$ cat src/rtl/vstx_pkg.sv
package vstx_pkg;
  typedef struct packed {
    logic load;   // copy holding register into shift register
    logic shift;  // advance one bit
    logic flush;  // idle: release the line
  } dpCmd_t;
endpackage

$ cat src/rtl/vstx_sync.sv
module vstx_sync #(
  parameter int STAGES = 2,
  parameter logic RST_VAL = 1'b0
) (
  input  logic clk,
  input  logic rstN,
  input  logic din,
  output logic dout
);
  logic [STAGES-1:0] stageQ;

  generate
    for (genvar i = 0; i < STAGES; i++) begin : gStage
      if (i == 0) begin : gFirst
        always_ff @(posedge clk or negedge rstN)
          if (!rstN) stageQ[0] <= RST_VAL;
          else       stageQ[0] <= din;
      end else begin : gNext
        always_ff @(posedge clk or negedge rstN)
          if (!rstN) stageQ[i] <= RST_VAL;
          else       stageQ[i] <= stageQ[i-1];
      end
    end
  endgenerate

  assign dout = stageQ[STAGES-1];
endmodule

$ cat src/rtl/vstx_ctrl.sv
module vstx_ctrl
  import vstx_pkg::*;
#(
  parameter int FRAME_W = 9,
  localparam int CNT_W = $clog2(FRAME_W)
) (
  input  logic             clk,
  input  logic             rstN,
  input  logic             active,
  input  logic             vsSync,
  input  logic             sclSync,
  input  logic             holdWrite,
  input  logic             clrSclFall,
  output dpCmd_t           cmd,
  output logic [CNT_W-1:0] bitCnt,
  output logic             readyFlag,
  output logic             sclFallFlag
);
  localparam logic [CNT_W-1:0] LAST = CNT_W'(FRAME_W - 1);

  logic vsPrev, sclPrev, vsRise, sclFall;

  always_ff @(posedge clk or negedge rstN)
    if (!rstN) begin
      vsPrev  <= 1'b0;
      sclPrev <= 1'b1;
    end else begin
      vsPrev  <= vsSync;
      sclPrev <= sclSync;
    end

  assign vsRise  = vsSync & ~vsPrev;
  assign sclFall = ~sclSync & sclPrev;

  always_comb begin
    cmd.load  = active & vsRise & (bitCnt == LAST);
    cmd.shift = active & vsRise & (bitCnt != LAST);
    cmd.flush = ~active;
  end

  always_ff @(posedge clk or negedge rstN)
    if (!rstN)          bitCnt <= LAST;
    else if (!active)   bitCnt <= LAST;
    else if (cmd.load)  bitCnt <= '0;
    else if (cmd.shift) bitCnt <= bitCnt + 1'b1;

  always_ff @(posedge clk or negedge rstN)
    if (!rstN)         readyFlag <= 1'b0;
    else if (holdWrite) readyFlag <= 1'b0;
    else if (cmd.load)  readyFlag <= 1'b1;

  always_ff @(posedge clk or negedge rstN)
    if (!rstN)                  sclFallFlag <= 1'b0;
    else if (active && sclFall) sclFallFlag <= 1'b1;
    else if (clrSclFall)        sclFallFlag <= 1'b0;

  AST_LOAD_SETS_READY: assert property (@(posedge clk) disable iff (!rstN)
    cmd.load && !holdWrite |=> readyFlag);
  AST_WRITE_CLEARS_READY: assert property (@(posedge clk) disable iff (!rstN)
    holdWrite |=> !readyFlag);
  AST_IDLE_RESTARTS_FRAME: assert property (@(posedge clk) disable iff (!rstN)
    !active |=> bitCnt == LAST);
  AST_FALL_STICKY: assert property (@(posedge clk) disable iff (!rstN)
    sclFallFlag && !clrSclFall |=> sclFallFlag);
  AST_FALL_IGNORED_IDLE: assert property (@(posedge clk) disable iff (!rstN)
    !active && !sclFallFlag |=> !sclFallFlag);
endmodule

$ cat src/rtl/vstx_datapath.sv
module vstx_datapath
  import vstx_pkg::*;
#(
  parameter int DATA_W = 8,
  localparam int FRAME_W = DATA_W + 1
) (
  input  logic              clk,
  input  logic              rstN,
  input  dpCmd_t            cmd,
  input  logic              holdWrite,
  input  logic [DATA_W-1:0] holdData,
  output logic              pullLow
);
  logic [DATA_W-1:0]  holdReg;
  logic [FRAME_W-1:0] shiftReg;

  always_ff @(posedge clk or negedge rstN)
    if (!rstN)         holdReg <= '0;
    else if (holdWrite) holdReg <= holdData;

  always_ff @(posedge clk or negedge rstN)
    if (!rstN)          shiftReg <= '1;
    else if (cmd.flush) shiftReg <= '1;
    else if (cmd.load)  shiftReg <= {holdReg, 1'b1};
    else if (cmd.shift) shiftReg <= {shiftReg[FRAME_W-2:0], 1'b1};

  assign pullLow = ~shiftReg[FRAME_W-1];

  AST_ONE_ACTION: assert property (@(posedge clk) disable iff (!rstN)
    $onehot0({cmd.load, cmd.shift, cmd.flush}));
  AST_FLUSH_RELEASES: assert property (@(posedge clk) disable iff (!rstN)
    cmd.flush |=> !pullLow);
endmodule

$ cat src/rtl/vsync_id_streamer.sv
module vsync_id_streamer
  import vstx_pkg::*;
#(
  parameter int DATA_W = 8,
  parameter int SYNC_STAGES = 2,
  localparam int FRAME_W = DATA_W + 1,
  localparam int CNT_W = $clog2(FRAME_W)
) (
  input  logic              clk,
  input  logic              rstN,
  input  logic              ifEnable,
  input  logic              modeTwo,
  input  logic              busWe,
  input  logic              busAddr,
  input  logic [DATA_W-1:0] busWdata,
  input  logic              vsyncIn,
  input  logic              sclIn,
  output logic              sdaOe,
  output logic              sclOe,
  output logic              readyFlag,
  output logic              sclFallFlag,
  output logic              irq
);
  logic active, vsSync, sclSync, holdWrite, clrSclFall, pullLow;
  logic [CNT_W-1:0] bitCnt;
  dpCmd_t cmd;

  assign active     = ifEnable & ~modeTwo;
  assign holdWrite  = busWe & ~busAddr;
  assign clrSclFall = busWe & busAddr & busWdata[0];

  vstx_sync #(.STAGES(SYNC_STAGES), .RST_VAL(1'b0)) uVsSync (
    .clk(clk), .rstN(rstN), .din(vsyncIn), .dout(vsSync));
  vstx_sync #(.STAGES(SYNC_STAGES), .RST_VAL(1'b1)) uSclSync (
    .clk(clk), .rstN(rstN), .din(sclIn), .dout(sclSync));

  vstx_ctrl #(.FRAME_W(FRAME_W)) uCtrl (
    .clk(clk), .rstN(rstN), .active(active), .vsSync(vsSync),
    .sclSync(sclSync), .holdWrite(holdWrite), .clrSclFall(clrSclFall),
    .cmd(cmd), .bitCnt(bitCnt), .readyFlag(readyFlag),
    .sclFallFlag(sclFallFlag));

  vstx_datapath #(.DATA_W(DATA_W)) uDp (
    .clk(clk), .rstN(rstN), .cmd(cmd), .holdWrite(holdWrite),
    .holdData(busWdata), .pullLow(pullLow));

  assign sdaOe = active & pullLow;
  assign sclOe = 1'b0;
  assign irq   = readyFlag | sclFallFlag;

  AST_NULL_BIT_RELEASED: assert property (@(posedge clk) disable iff (!rstN)
    active && bitCnt == CNT_W'(FRAME_W - 1) |-> !sdaOe);
endmodule

$ cat config.mk
export PLATFORM = sky130hd
export DESIGN_NAME = vsync_id_streamer
export DESIGN_NICKNAME = d
export VERILOG_FILES = /design/src/rtl/vstx_pkg.sv /design/src/rtl/vstx_sync.sv /design/src/rtl/vstx_ctrl.sv /design/src/rtl/vstx_datapath.sv /design/src/rtl/vsync_id_streamer.sv
export SDC_FILE = /design/constraint.sdc
export NUM_CORES = 1
export LEC_CHECK = 0
export ABC_AREA = 1
export BUFFER_PORTS_ARGS = -buffer_cell sky130_fd_sc_hd__buf_2
export CAP_MARGIN = 20
export CORE_UTILIZATION = 49
export DETAILED_ROUTE_END_ITERATION = 8
export PLACE_DENSITY = 0.74
export SETUP_SLACK_MARGIN = 0.15
export SLEW_MARGIN = 20
export SYNTH_ARGS = -nofsm -noshare
export SYNTH_HDL_FRONTEND = slang
export SYNTH_SLANG_ARGS = --single-unit
export TNS_END_PERCENT = 50
$ cat constraint.sdc
create_clock -name clk -period 1.16 [get_ports clk]
set_input_delay 0.174 -clock clk [delete_from_list [all_inputs] [get_ports clk]]
set_output_delay 0.174 -clock clk [all_outputs]
set_load 0.02 [all_outputs]
# After elaboration in Yosys (flattened, before gate mapping)

Cells that the tools add are included.

Reduce and logical (&&, ||, !) cells: 3
Mux-type cells: 10
Add/sub/neg operators: 1
Equal/unequal tests: 3
Bitwise gates (word level): 16

Operators with widths:

| operator              | number |
|---|---|
| $mux W9               | 3 |
| $mux W4               | 3 |
| $and A1 B1 Y1         | 10 |
| $not A1 Y1            | 5 |
| $add A4 B1 Y4 const B | 1 |
| $eq A4 B4 Y1 const B  | 1 |
| $mux W1               | 4 |
| $ne A4 B4 Y1 const B  | 1 |
| $reduce_bool A2 Y1    | 2 |
| $ne A3 B1 Y1 const B  | 1 |
| $logic_and A1 B1 Y1   | 1 |
| $or A1 B1 Y1          | 1 |

Logic and storage cells: 44
Flip-flop bits (word level): 29
Output and inout port bits: 5

# Logic depth before layout (Yosys ltp)

Gate-level depths: netlist of run 1.

Depth in word-level cells: 7
Mapped depth: 7

# By module

From an unflattened synthesis of run 1, not the netlist that was laid out.

Cell total of the unflattened synthesis: 158
Area total of the unflattened synthesis: 1320.0 um^2

By module, submodules not included:

| module                | times used | area an instance (um^2) | cells each |
|---|---|---|---|
| vstx_datapath         | 1          | 760.7                   | 94 |
| vstx_ctrl             | 1          | 401.6                   | 47 |
| vsync_id_streamer     | 1          | 55.1                    | 13 |
| vstx_sync at uSclSync | 1          | 52.6                    | 2 |
| vstx_sync at uVsSync  | 1          | 50.0                    | 2 |

# Worst setup path before layout of run 1

OpenSTA, ideal clock, no wires.

Kind: reg2reg
Start point: reg uCtrl.bitCnt[0]
End point: reg uDp.shiftReg[4]
Library setup time: 0.076 ns
Slack: 0.020 ns
Cell stages (with the launch flop): 8
Period minus slack after synthesis: 1.140 ns
Arrival time: 1.064 ns
Buffers on the path: 0
Cells stage by stage: dfrtp_1 > inv_1 > ha_1 > nand2_1 > nor2_4 > nand2_2 > nor2_1 > nor2_1

Word-level cells in the longest chain between the ends: 4

RTL lines:

| element                  | RTL line            | text |
|---|---|---|
| start: declaration       | vstx_ctrl.sv:15     | `output logic [CNT_W-1:0] bitCnt,` |
| start signal: assignment | vstx_ctrl.sv:45     | `else if (cmd.shift) bitCnt <= bitCnt + 1'b1;` |
| $eq A4 B4 Y1             | vstx_ctrl.sv:36     | `cmd.load = active & vsRise & (bitCnt == LAST);` |
| $and A1 B1 Y1            | vstx_ctrl.sv:36     |  |
| $mux W9                  | vstx_datapath.sv:24 | `else if (cmd.load) shiftReg <= {holdReg, 1'b1};` |
| $mux W9                  | vstx_datapath.sv:23 | `else if (cmd.flush) shiftReg <= '1;` |
| end signal: assignment   | vstx_datapath.sv:24 |  |
| end signal: assignment   | vstx_datapath.sv:25 | `else if (cmd.shift) shiftReg <= {shiftReg[FRAME_W-2:0], 1'b1};` |
| end: declaration         | vstx_datapath.sv:15 | `logic [FRAME_W-1:0] shiftReg;` |

Parallel ways exist; a longest one is shown, timed or not.
A chain may end at the register's enable or synchronous reset.

# Final worst setup path of run 1

Start point: reg uDp.shiftReg[8]
End point: out sdaOe

Word-level cells in the longest chain between the ends: 2

RTL lines:

| element          | RTL line                | text |
|---|---|---|
| $not A1 Y1       | vstx_datapath.sv:27     | `assign pullLow = ~shiftReg[FRAME_W-1];` |
| $and A1 B1 Y1    | vsync_id_streamer.sv:47 | `assign sdaOe = active & pullLow;` |
| end: declaration | vsync_id_streamer.sv:18 | `output logic sdaOe,` |

Every way passes these cells.

==> summary.md, run 1 <==
| Metric | Value |
|---|---|
| Outcome | `finished, violations left` |
| Failing checks | `negative setup slack` |
| Sw power | `462 µW` |
| CTS Root Cell | `clkbuf_4` |
| CP startpoint | `uDp.shiftReg[8]` |
| Slowest-stage cell, CP | `dfstp_2` |
| GR peak layer | `met2` |
| Drt first pass iters | `4` |
| Final period util | `105%` |
| CTS buffer count | `3` |
| MaxCap Viol Count | `0` |
| Leakage | `0.837 nW` |
| Final Max Tran Viols | `0` |
| Initial Util | `51.6%` |
| Hold Path End | `uDp.holdReg[6]` |
| Met1 Use GR | `24.1%` |
| RePlAce Congestion | `0.797` |
| CP max stage delay | `570 ps` |
| Worst clock skew | `3.07 ps` |
| Worst Hold Class | `in2reg` |
| EDFF count, synth | `0` |
| Mapped cell area | `1270 µm²` |
| Total number of vias | `1,016` |
| Maximum fanout along the worst path | `2` |
| Sw frac | `25.3%` |
| Fraction of final layout cells sized beyond drive strength 1 | `40.0%` |
| Final Hold Vio Count | `0` |
| Internal | `1.36 mW` |
| CP Cell Sequence | `nor2_2 > buf_6` |
| Latest clock arrival within the worst-skew pair | `310 ps` |
| Initial antenna violation count | `0` |
| Area Overhead vs Synth | `24.6%` |
| Critical Path Sink Type | `output port` |
| ANT cells | `0` |
| Power density of the placed cells | `1150 nW/µm²` |
| Die area | `2790 µm²` |
| First-pass GRT wire length | `3.95 mm` |
| Sequential share of power | `59.7%` |
| VDD IR max | `0.000824 V` |
| Syn Area/Cell | `8.68 µm²` |
| Hold slack | `52.2 ps` |
| CTS Buffer Depth | `2` |
| I/O Pins | `21` |
| Largest net degree at the start of global routing | `29` |
| Worst EP arrival | `1050 ps` |
| GRT Util Overall | `20.1%` |
| Buffers on Ports | `19` |
| YS warnings | `0` |
| Critical path type | `reg2out` |
| Clock power share | `25.2%` |
| Largest delay share family, worst path | `flip-flops` |
| Hold path cells | `3` |
| Mean routed wirelength per cell | `11.1 µm` |
| DRC | `0` |
| Drt first-iter violations | `21` |
| Hpwl dp | `1.68 mm` |
| Hold Path Origin | `busWdata[6]` |
| Fin crit period | `1220 ps` |
| Gate power share | `15.1%` |
| Worst Max-Slew Pin Slew | `598 ps` |
| Post-layout nets | `199` |
| Final setup margin | `-62.1 ps` |
| Clk slew on worst S/H paths | `140 ps` |
| Vias/cell | `4.84` |
| Die Width | `52.9 µm` |
| CTS tree | `built` |
| Met2 usage | `34.4%` |
| Site Rows | `18` |
| Slew HR | `60.1%` |
| Fmax achieved | `818 MHz` |
| Vias in the first global route | `965` |
| End of the worst register-to-register path | `uDp.shiftReg[7]` |
| Placed Cells | `197` |
| Cells on worst reg2reg path | `7` |
| Final setup vio count | `7` |
| Most frequent cells in the layout | `nand2_1, buf_2, dfrtp_1, inv_1, dfstp_2` |
| Clock net sink count | `28` |
| M3 GR Usage | `4.60%` |
| Reg2Reg Launch Point | `uCtrl.bitCnt[1]` |
| Sequential element share of the synthesized area | `56.5%` |
| Buf/Inv on CP | `1` |
| Synth cell types | `24` |
| Startpoint types | `flop` |
| Req. time, crit path | `990 ps` |
| Post-Route WL | `2.34 mm` |
| Post-Layout Cell Count | `210` |
| Mapped Nets | `164` |
| RSZ-0062 raised after global routing | `yes` |
| Mapped Cells | `146` |
| H-tree depth | `1` |
| Post-layout util | `64.3%` |
| Gr ovfl total | `0` |
| Antenna-violating nets left | `0` |
| Synthesis-stage register bit count | `28` |
| Fillers | `234` |
| Worst R2R Setup Slack | `-30 ps` |
| Async S/R FF share, synth | `100%` |
| Top FF cell, synth | `dfrtp_1` |
| Core area | `2450 µm²` |
| Chip height | `52.9 µm` |
| Commonest non-fill, non-tap cell in the layout | `nand2_1` |
worst reg2reg max path, delay by kind of cell (launching register included):
| kind | cells | cell delay (ps) |
|---|---|---|
| flip-flops | 1 | 420 |
| adder cells (fa/ha/maj) | 1 | 150 |
| buffers and inverters | 1 | 80 |
| AND/OR/NAND/NOR | 5 | 490 |
per-stage QoR:
stage,setup TNS [ps],total power [mW],cell area (µm²),setup slack [ps]
after floorplan,0,1.23,1270,33.1
after global placement,0,1.32,1420,0.975
after detailed placement,-379,1.33,1420,-75.9
after CTS,-304,1.84,1550,-96.4
after global routing,-1060,1.92,1580,-109
final,-144,1.82,1580,-62.1
cell usage after synthesis, types with 2 or more instances:
cell type | instances | area share [%]
inv_2 | 7 | 2.1
nand2_2 | 3 | 1.5
nor2_1 | 15 | 4.4
ha_1 | 2 | 2.0
dfrtp_1 | 16 | 32
nor2_4 | 2 | 1.8
a21oi_1 | 5 | 2.0
nand2_1 | 41 | 12
dfstp_2 | 12 | 25
o21ai_1 | 7 | 2.8
inv_1 | 16 | 4.7
nand3_1 | 8 | 3.2
registers in the layout, indices dropped and copies added (netlist names):
signal,count
uCtrl.vsPrev,1
uCtrl.sclPrev,1
uDp.holdReg,8
uSclSync.stageQ,1
uCtrl.sclFallFlag,1
uSclSync.dout,1
uCtrl.readyFlag,1
uVsSync.stageQ,1
uDp.shiftReg,8
uVsSync.dout,1
uCtrl.bitCnt,4
layer usage:
metal  vias to the layer above  wire length (µm)
li1                        511                 -
met1                       483              1020
met2                        20              1210
met3                         2                85
met4                         0                17
met5                         -                 0
repair_timing:
action	4_1_cts	5_1_grt
hold endpoints to repair	18	0
pin swaps	5	1
resized for setup	10	6
buffers inserted	5	1
endpoints found under the setup margin	16	17
hold buffers	3	0
power by group through the flow:
stage                     combinational, mW  sequential [mW]  clock [mW]
after floorplan                       0.129             1.11           0
after global placement                0.219             1.10           0
after detailed placement              0.230             1.10           0
after CTS                             0.272             1.09       0.483
after global routing                  0.307             1.10       0.513
final                                 0.275             1.09       0.460
logic make-up (layout without fill, tap and decap cells):
| group | count (synthesis) | after routing | share of synthesized area, % |
|---|---|---|---|
| and+or+nand+nor | 73 | 73 | 25.7 |
| DFF | 28 | 28 | 56.5 |
| buffers and inverters | 27 | 61 | 8.98 |
| AOI/OAI and AO/OA | 14 | 14 | 5.92 |
| adders and majority gates | 2 | 2 | 1.97 |
| other | 1 | 1 | 0.296 |
| xor gates and xnor gates | 1 | 1 | 0.691 |
cell type report:
cell class	instances	area [µm²]	area share, %
Tap cell	30	37.5	2.38
Timing Repair Buffer	33	220	13.9
Inverter	24	90.1	5.71
Sequential cell	28	716	45.3
Multi-Input combinational cell	91	479	30.3
Clock buffer	4	36.3	2.30
worst max path at each step:
stage | end | slack, ps | cells after the start
global placement | uDp.shiftReg[4] | 1 | 7
CTS | sdaOe | -100 | 2
global route | sdaOe | -110 | 2
detailed placement | uDp.shiftReg[7] | -80 | 7
floorplan | uDp.shiftReg[4] | 30 | 7
finish | sdaOe | -60 | 2
Power figures use the tool's default switching activity.
==> run 2, diff against run 1 <==
--- a/config.mk
+++ b/config.mk
@@ -5,12 +5,11 @@
 export SDC_FILE = /design/constraint.sdc
 export NUM_CORES = 1
 export LEC_CHECK = 0
-export ABC_AREA = 1
 export BUFFER_PORTS_ARGS = -buffer_cell sky130_fd_sc_hd__buf_2
 export CAP_MARGIN = 20
-export CORE_UTILIZATION = 49
+export CORE_UTILIZATION = 48
 export DETAILED_ROUTE_END_ITERATION = 8
-export PLACE_DENSITY = 0.74
+export PLACE_DENSITY = 0.73
 export SETUP_SLACK_MARGIN = 0.15
 export SLEW_MARGIN = 20
 export SYNTH_ARGS = -nofsm -noshare
==> run 2 against run 1 <==
  * The run still ends with negative setup slack left
  * Routed wire length up 4.2%
  * Worst setup slack lost 220 ps
  * Synthesized area shrank 5.6%
  * Sequential cell count did not move
  * Clock skew up 1.4 ps
  * Utilization up 2.6 points
  * Hold slack better by 14 ps
  * Final area is 3.6% lower
  * Clock power grew 37%
  * Via count is 11% lower
  * Non-clock buffer count rose by 3
  * Global-route usage grew 0.38 points
==> summary.md, run 2 <==
| Metric | Value |
|---|---|
| Outcome | `finished, violations left` |
| Failing checks | `negative setup slack` |
| ANT cells | `0 (unchanged)` |
| Met1 WL | `1.03 mm (+1.1%)` |
| Post-layout nets | `162 (-19%)` |
| CTS tree | `built` |
| Initial Util | `52.6% (+0.93 points)` |
| Vias in the first global route | `912 (-5.5%)` |
| Fin crit period | `1440 ps (+217 ps)` |
| Synth cell types | `26 (+8.3%)` |
| CTS Root Cell | `clkbuf_4` |
| Hold Path Origin | `busWdata[1]` |
| CP startpoint | `uCtrl.bitCnt[1]` |
| Commonest non-fill, non-tap cell in the layout | `buf_2` |
| RSZ-0062 raised after global routing | `yes` |
| Fillers | `178 (-24%)` |
| Worst EP arrival | `1700 ps (+650 ps)` |
| Syn Area/Cell | `11.0 µm² (+26%)` |
| Overall power | `2.02 mW (+11%)` |
| Power density of the placed cells | `1330 nW/µm² (+15%)` |
| RePlAce Congestion | `0.736 (-7.7%)` |
| Fraction of final layout cells sized beyond drive strength 1 | `44.1% (+4.1 points)` |
| Hpwl dp | `1.60 mm (-4.3%)` |
| YS warnings | `0 (unchanged)` |
| Clk slew on worst S/H paths | `150 ps (about the same)` |
| Synth area leader | `dfrtp_1` |
| Antenna-violating nets left | `0 (unchanged)` |
| Slew HR | `60.2% (+0.085 points)` |
| Top cells by area, synth | `dfrtp_1, dfstp_2, mux2_2` |
| Most common cell in the netlist | `nand2_1` |
| Metal2 WL | `1.32 mm (+8.9%)` |
| Reg2Reg Launch Point | `uCtrl.bitCnt[1]` |
| Die area | `2700 µm² (-3.5%)` |
| Drt first-iter violations | `19 (-9.5%)` |
| CTS buffer count | `3 (unchanged)` |
| Vias/cell | `5.32 (+9.9%)` |
| Total number of vias | `909 (-11%)` |
| Largest net degree at the start of global routing | `29 (unchanged)` |
| Final period util | `124% (+19 points)` |
| Worst Hold Class | `in2reg` |
| Largest registers | `uDp.holdReg (8), uDp.shiftReg (8), uCtrl.bitCnt (4)` |
| Post-Route WL | `2.44 mm (+4.2%)` |
| Chip height | `51.9 µm (-1.8%)` |
| Latest clock arrival within the worst-skew pair | `320 ps (about the same)` |
| DRC | `0 (unchanged)` |
| Mean routed wirelength per cell | `14.2 µm (+28%)` |
| Fmax achieved | `695 MHz (-15%)` |
| Post-layout util | `66.9% (+2.6 points)` |
| GRT Util Overall | `20.5% (+0.38 points)` |
| Critical path type | `reg2reg` |
| Sequential element share of the synthesized area | `59.8% (+3.4 points)` |
| CTS Buffer Depth | `2 (unchanged)` |
| Final setup margin | `-279 ps (-217 ps)` |
| Startpoint types | `flop` |
| Core area | `2280 µm² (-7.3%)` |
| Die Width | `51.9 µm (-1.8%)` |
| Leakage | `0.672 nW (-20%)` |
| Drt first pass iters | `4 (unchanged)` |
| End of the worst register-to-register path | `uCtrl.bitCnt[2]` |
| MaxCap Viol Count | `0 (unchanged)` |
| Gr ovfl total | `0 (unchanged)` |
| Final Max Tran Viols | `0 (unchanged)` |
| I/O Pins | `21 (unchanged)` |
| Initial antenna violation count | `0 (unchanged)` |
| Critical Path Sink Type | `flop` |
| H-tree depth | `1 (unchanged)` |
| Async S/R FF share, synth | `100% (unchanged)` |
| Mapped Nets | `127 (-23%)` |
| Final setup vio count | `13 (+6)` |
| Worst R2R Setup Slack | `-280 ps (-250 ps)` |
| Most frequent cells in the layout | `buf_2, nand2_1, dfrtp_1, buf_4, dfstp_2` |
| Site Rows | `17 (-1)` |
| Cells on worst reg2reg path | `5 (-2)` |
| Req. time, crit path | `1420 ps (+430 ps)` |
| Top FF cell, synth | `dfrtp_1` |
| Area Overhead vs Synth | `27.3%` |
| Hold path cells | `2 (-1)` |
| Synth top area share | `33.5% (+1.9 points)` |
| Mapped cell area | `1200 µm² (-5.6%)` |
| Hold Path End | `uDp.holdReg[1]` |
| VDD IR max | `0.000947 V (+15%)` |
| Buffers on Ports | `19 (unchanged)` |
| Final Hold Vio Count | `0 (unchanged)` |
| Mapped Cells | `109 (-25%)` |
| Met3 routed WL | `58 µm (-32%)` |
| Top layer in use | `met4` |
| Worst clock skew | `4.51 ps (+1.44 ps)` |
| Maximum fanout along the worst path | `3 (+1)` |
| First-pass GRT wire length | `3.95 mm (+0.18%)` |
| Commonest cells post-synth | `nand2_1, dfrtp_1, dfstp_2` |
| Synthesis-stage register bit count | `28 (unchanged)` |
| EDFF count, synth | `0 (unchanged)` |
| Clock net sink count | `28 (unchanged)` |
| Worst Max-Slew Pin Slew | `597 ps (-1.27 ps)` |
run 2: changes by cell type in the layout (fill, tap and decap cells not counted), sizes merged, moves of 4 or more:
cell / delta
nor3: +8
nor2: -15
o21ai: -5
inv: -20
nand3: -4
a31oi: +7
nand2: -28
mux2: +8
run 2: worst max-delay path by stage:
stage                                 end  slack [ps]  cells past startpoint
after floorplan           uCtrl.bitCnt[2]        -380                      6
after global placement    uCtrl.bitCnt[2]        -220                      5
after detailed placement  uCtrl.bitCnt[2]        -250                      5
after CTS                 uCtrl.bitCnt[2]        -270                      5
after global routing      uCtrl.bitCnt[2]        -320                      5
final                     uCtrl.bitCnt[2]        -280                      5
run 2: critical path, stage by stage, from the launching register on:
cell and delay (ps):
dfrtp_1 370, buf_4 130, ha_1 160, clkinv_1 80
or4_1 500, a21oi_1 140
run 2: final cells by class:
cell class	count	area, µm²	share of cell area [%]
repair buffers	36	250	16.4
inverters	4	15.0	0.986
clock inverters	1	30.0	1.97
well taps	28	35.0	2.30
flip-flops and latches	28	716	47.0
multi-input cells	71	454	29.8
clock buffers	3	22.5	1.48
run 2: logic make-up after synthesis:
family	share of synthesized area, %
muxes	7.53
and+or+nand+nor	18.7
buffers and inverters	4.08
other	0.314
DFF	59.8
adders and majority gates	2.09
AOI/OAI and AO/OA	7.43
run 2: where the power goes:
group / internal, mW / switching [mW] / total (mW)
clock network: 0.350 / 0.279 / 0.628
logic: 0.155 / 0.137 / 0.292
registers: 1.06 / 0.0403 / 1.10
run 2: metrics by stage:
| stage | cell area (µm²) | hold WS, ps | cells | TNS, ps | setup slack [ps] |
|---|---|---|---|---|---|
| after global placement | 1390 | 209 | 162 | -521 | -216 |
| after global routing | 1520 | 44.8 | 171 | -2260 | -323 |
| after CTS | 1490 | 54.4 | 170 | -1480 | -266 |
| final | 1520 | 65.9 | 171 | -1330 | -279 |
| after detailed placement | 1390 | 213 | 162 | -930 | -254 |
| after floorplan | 1200 | -122 | 109 | -464 | -379 |
run 2: metal layers:
layer,GRT usage (%),vias up
li1,-,445
met1,23.9,446
met2,37.6,14
met3,3.51,4
met4,6.76,0
met5,0,-
run 2: timing repair:
| item | CTS | global route |
|---|---|---|
| hold endpoints to repair | 18 | 0 |
| setup endpoints to repair | 17 | 17 |
| gates resized for setup | 5 | 7 |
| setup buffers | 1 | 1 |
| pin swaps | 2 | 2 |
| hold buffers | 3 | 0 |
==> run 3, diff against run 2 <==
--- a/config.mk
+++ b/config.mk
@@ -7,9 +7,11 @@
 export LEC_CHECK = 0
 export BUFFER_PORTS_ARGS = -buffer_cell sky130_fd_sc_hd__buf_2
 export CAP_MARGIN = 20
-export CORE_UTILIZATION = 48
+export CELL_PAD_IN_SITES_DETAIL_PLACEMENT = 1
+export CELL_PAD_IN_SITES_GLOBAL_PLACEMENT = 1
+export CORE_UTILIZATION = 38
 export DETAILED_ROUTE_END_ITERATION = 8
-export PLACE_DENSITY = 0.73
+export PLACE_DENSITY_LB_ADDON = 0.1
 export SETUP_SLACK_MARGIN = 0.15
 export SLEW_MARGIN = 20
 export SYNTH_ARGS = -nofsm -noshare
==> run 3 against run 2 <==
  * Combinational power is 15% higher
  * Via count is 6.7% higher
  * Global-route usage is 1.1 points lower
  * Sequential cell count stayed put
  * Non-clock buffer count is 6 higher
  * The run still ends with negative setup slack left
  * Power is 4.7% lower
  * Final area is 10% higher
  * Highest routed layer unchanged
  * Maximum frequency is 1.5% lower
  * First-iteration DRC count is 5.3% lower
==> summary.md, run 3 (synthesis gave the netlist of run 2 again) <==
| Metric | Value |
|---|---|
| Maximum fanout along the worst path | `2 (-1)` |
| CTS tree | `built` |
| Antenna-violating nets left | `0 (unchanged)` |
| Hold slack | `62.2 ps (-3.71 ps)` |
| Cells on worst reg2reg path | `5 (unchanged)` |
| Hold Path Origin | `busWdata[5]` |
| Internal | `1.44 mW (-8.2%)` |
| Post-Layout Cell Count | `191 (+12%)` |
| ANT cells | `0 (unchanged)` |
| Initial antenna violation count | `0 (unchanged)` |
| Critical Path Sink Type | `flop` |
| Reg2Reg Launch Point | `uCtrl.bitCnt[0]` |
| I/O Pins | `21 (unchanged)` |
| Drt first pass iters | `2 (-2)` |
| Commonest non-fill, non-tap cell in the layout | `buf_2` |
| H-tree depth | `1 (unchanged)` |
| CTS Root Cell | `clkbuf_4` |
| RePlAce Congestion | `0.816 (+11%)` |
| End of the worst register-to-register path | `uCtrl.bitCnt[2]` |
| Chip height | `58.1 µm (+12%)` |
| Failing checks | `negative setup slack` |
| Overall power | `1.93 mW (-4.7%)` |
| DRC | `0 (unchanged)` |
| Largest net degree at the start of global routing | `16 (-45%)` |
| Fmax achieved | `685 MHz (-1.5%)` |
| Mean routed wirelength per cell | `15.1 µm (+6.1%)` |
| Hpwl dp | `1.99 mm (+24%)` |
| M3 GR Usage | `2.68% (-0.83 points)` |
| VDD IR max | `0.000849 V (-10%)` |
| MaxCap Viol Count | `0 (unchanged)` |
| Sequential share of power | `57.6% (+3.2 points)` |
| Startpoint types | `flop` |
| Hold path cells | `2 (unchanged)` |
| Met1 Use GR | `24.3% (+0.45 points)` |
| Worst R2R Setup Slack | `-300 ps (-20 ps)` |
| Post-Place Setup Slack | `-302 ps (-47.4 ps)` |
| Fillers | `316 (+78%)` |
| Site Rows | `19 (+2)` |
| Post-Route WL | `2.89 mm (+19%)` |
| Leakage | `0.722 nW (+7.5%)` |
| Placed Cells | `178 (+9.9%)` |
| GR peak layer | `met2` |
| Sw power | `490 µW (+7.4%)` |
| Worst clock skew | `9.08 ps (+4.57 ps)` |
| Final Max Tran Viols | `0 (unchanged)` |
| Clock net sink count | `28 (unchanged)` |
| Final setup vio count | `15 (+2)` |
| Die area | `3380 µm² (+25%)` |
| Buffers on Ports | `19 (unchanged)` |
| Post-layout nets | `168 (+3.7%)` |
| Vias/cell | `5.08 (-4.5%)` |
| Core area | `2880 µm² (+26%)` |
| Gate power share | `17.4% (+2.9 points)` |
| Clock power share | `25.0% (-6.1 points)` |
| Area Overhead vs Synth | `40.5%` |
| Final setup margin | `-301 ps (-21.2 ps)` |
| Die Width | `58.1 µm (+12%)` |
| Fin crit period | `1460 ps (+21.2 ps)` |
| Req. time, crit path | `1440 ps (+20 ps)` |
| Gr ovfl total | `0 (unchanged)` |
| Fraction of final layout cells sized beyond drive strength 1 | `56.4% (+12 points)` |
| Sw frac | `25.4% (+2.9 points)` |
| Latest clock arrival within the worst-skew pair | `340 ps (+20 ps)` |
| Final period util | `126% (+1.8 points)` |
| Met2 usage | `34.2% (-3.5 points)` |
| Hold Path End | `uDp.holdReg[5]` |
| Drt first-iter violations | `18 (-1)` |
| Final Hold Vio Count | `0 (unchanged)` |
| Worst Hold Class | `in2reg` |
| CTS Buffer Depth | `2 (unchanged)` |
| Setup TNS | `-2570 ps (-1240 ps)` |
| Largest registers | `uDp.holdReg (8), uDp.shiftReg (8), uCtrl.bitCnt (4)` |
| Outcome | `finished, violations left` |
| Critical path type | `reg2reg` |
| Worst EP arrival | `1740 ps (+40 ps)` |
| Most frequent cells in the layout | `buf_2, dfrtp_1, dfstp_2, buf_4, buf_6` |
| Vias in the first global route | `1,038 (+14%)` |
| Total number of vias | `970 (+6.7%)` |
| Power density of the placed cells | `1150 nW/µm² (-14%)` |
| CP startpoint | `uCtrl.bitCnt[0]` |
| CTS buffer count | `3 (unchanged)` |
| RSZ-0062 raised after global routing | `yes` |
| GRT Util Overall | `19.4% (-1.1 points)` |
| Clk slew on worst S/H paths | `150 ps (about the same)` |
| First-pass GRT wire length | `4.86 mm (+23%)` |
| Initial Util | `41.6% (-11 points)` |
-- run 3: cell count changes in the layout (fill, tap and decap cells not counted), sizes merged --
| cell | change |
|---|---|
| bufinv | -1 |
| clkbuf | +1 |
| buf | +6 |
-- run 3: routing by layer --
| metal | up-vias | routed length (µm) |
|---|---|---|
| met5 | - | 0 |
| met4 | 0 | 45 |
| met3 | 5 | 68 |
| met2 | 16 | 1500 |
| met1 | 493 | 1270 |
| li1 | 456 | - |
-- run 3: area by class of cell --
type	instances	area [µm²]	area share [%]
timing repair buffer	42	340	20.3
clock buffer	4	36.3	2.16
inverter	4	15.0	0.894
sequential	28	717	42.7
tap	42	52.6	3.13
multi-input combinational	71	519	30.9
-- run 3: worst max-delay path by stage --
| stage | end | slack [ps] | cells past startpoint |
|---|---|---|---|
| finish | uCtrl.bitCnt[2] | -300 | 5 |
| global route | uCtrl.bitCnt[2] | -360 | 5 |
| CTS | uCtrl.bitCnt[2] | -280 | 5 |
| detailed placement | uCtrl.bitCnt[2] | -300 | 5 |
| global placement | uCtrl.bitCnt[2] | -220 | 5 |
| floorplan | uCtrl.bitCnt[2] | -380 | 6 |
-- run 3: metrics by stage --
stage	cell area [µm²]	utilization, %
after global placement	1430	49.7
after CTS	1600	55.7
final	1680	58.4
after global routing	1680	58.4
after detailed placement	1430	49.7
after floorplan	1200	-
-- run 3: worst max-delay path, stage by stage, from the launching register on --
cell	delay (ps)
dfrtp_1	410
inv_2	70
ha_4	160
and3b_1	170
or4_4	480
a21oi_2	120
-- run 3: power by group through the flow --
| stage | logic (mW) | registers [mW] | clock network, mW |
|---|---|---|---|
| final | 0.335 | 1.11 | 0.482 |
| after detailed placement | 0.255 | 1.12 | 0 |
| after global placement | 0.246 | 1.12 | 0 |
| after CTS | 0.317 | 1.10 | 0.502 |
| after global routing | 0.366 | 1.12 | 0.527 |
| after floorplan | 0.133 | 1.12 | 0 |
-- run 3: timing repair --
item                                    CTS  global route
pin swaps                                13            10
hold buffers                              3             0
gates cloned                              0             0
endpoints found under the setup margin   17            17
resized for setup                        22            17
setup buffers                             5             1
hold endpoints to repair                  7             0
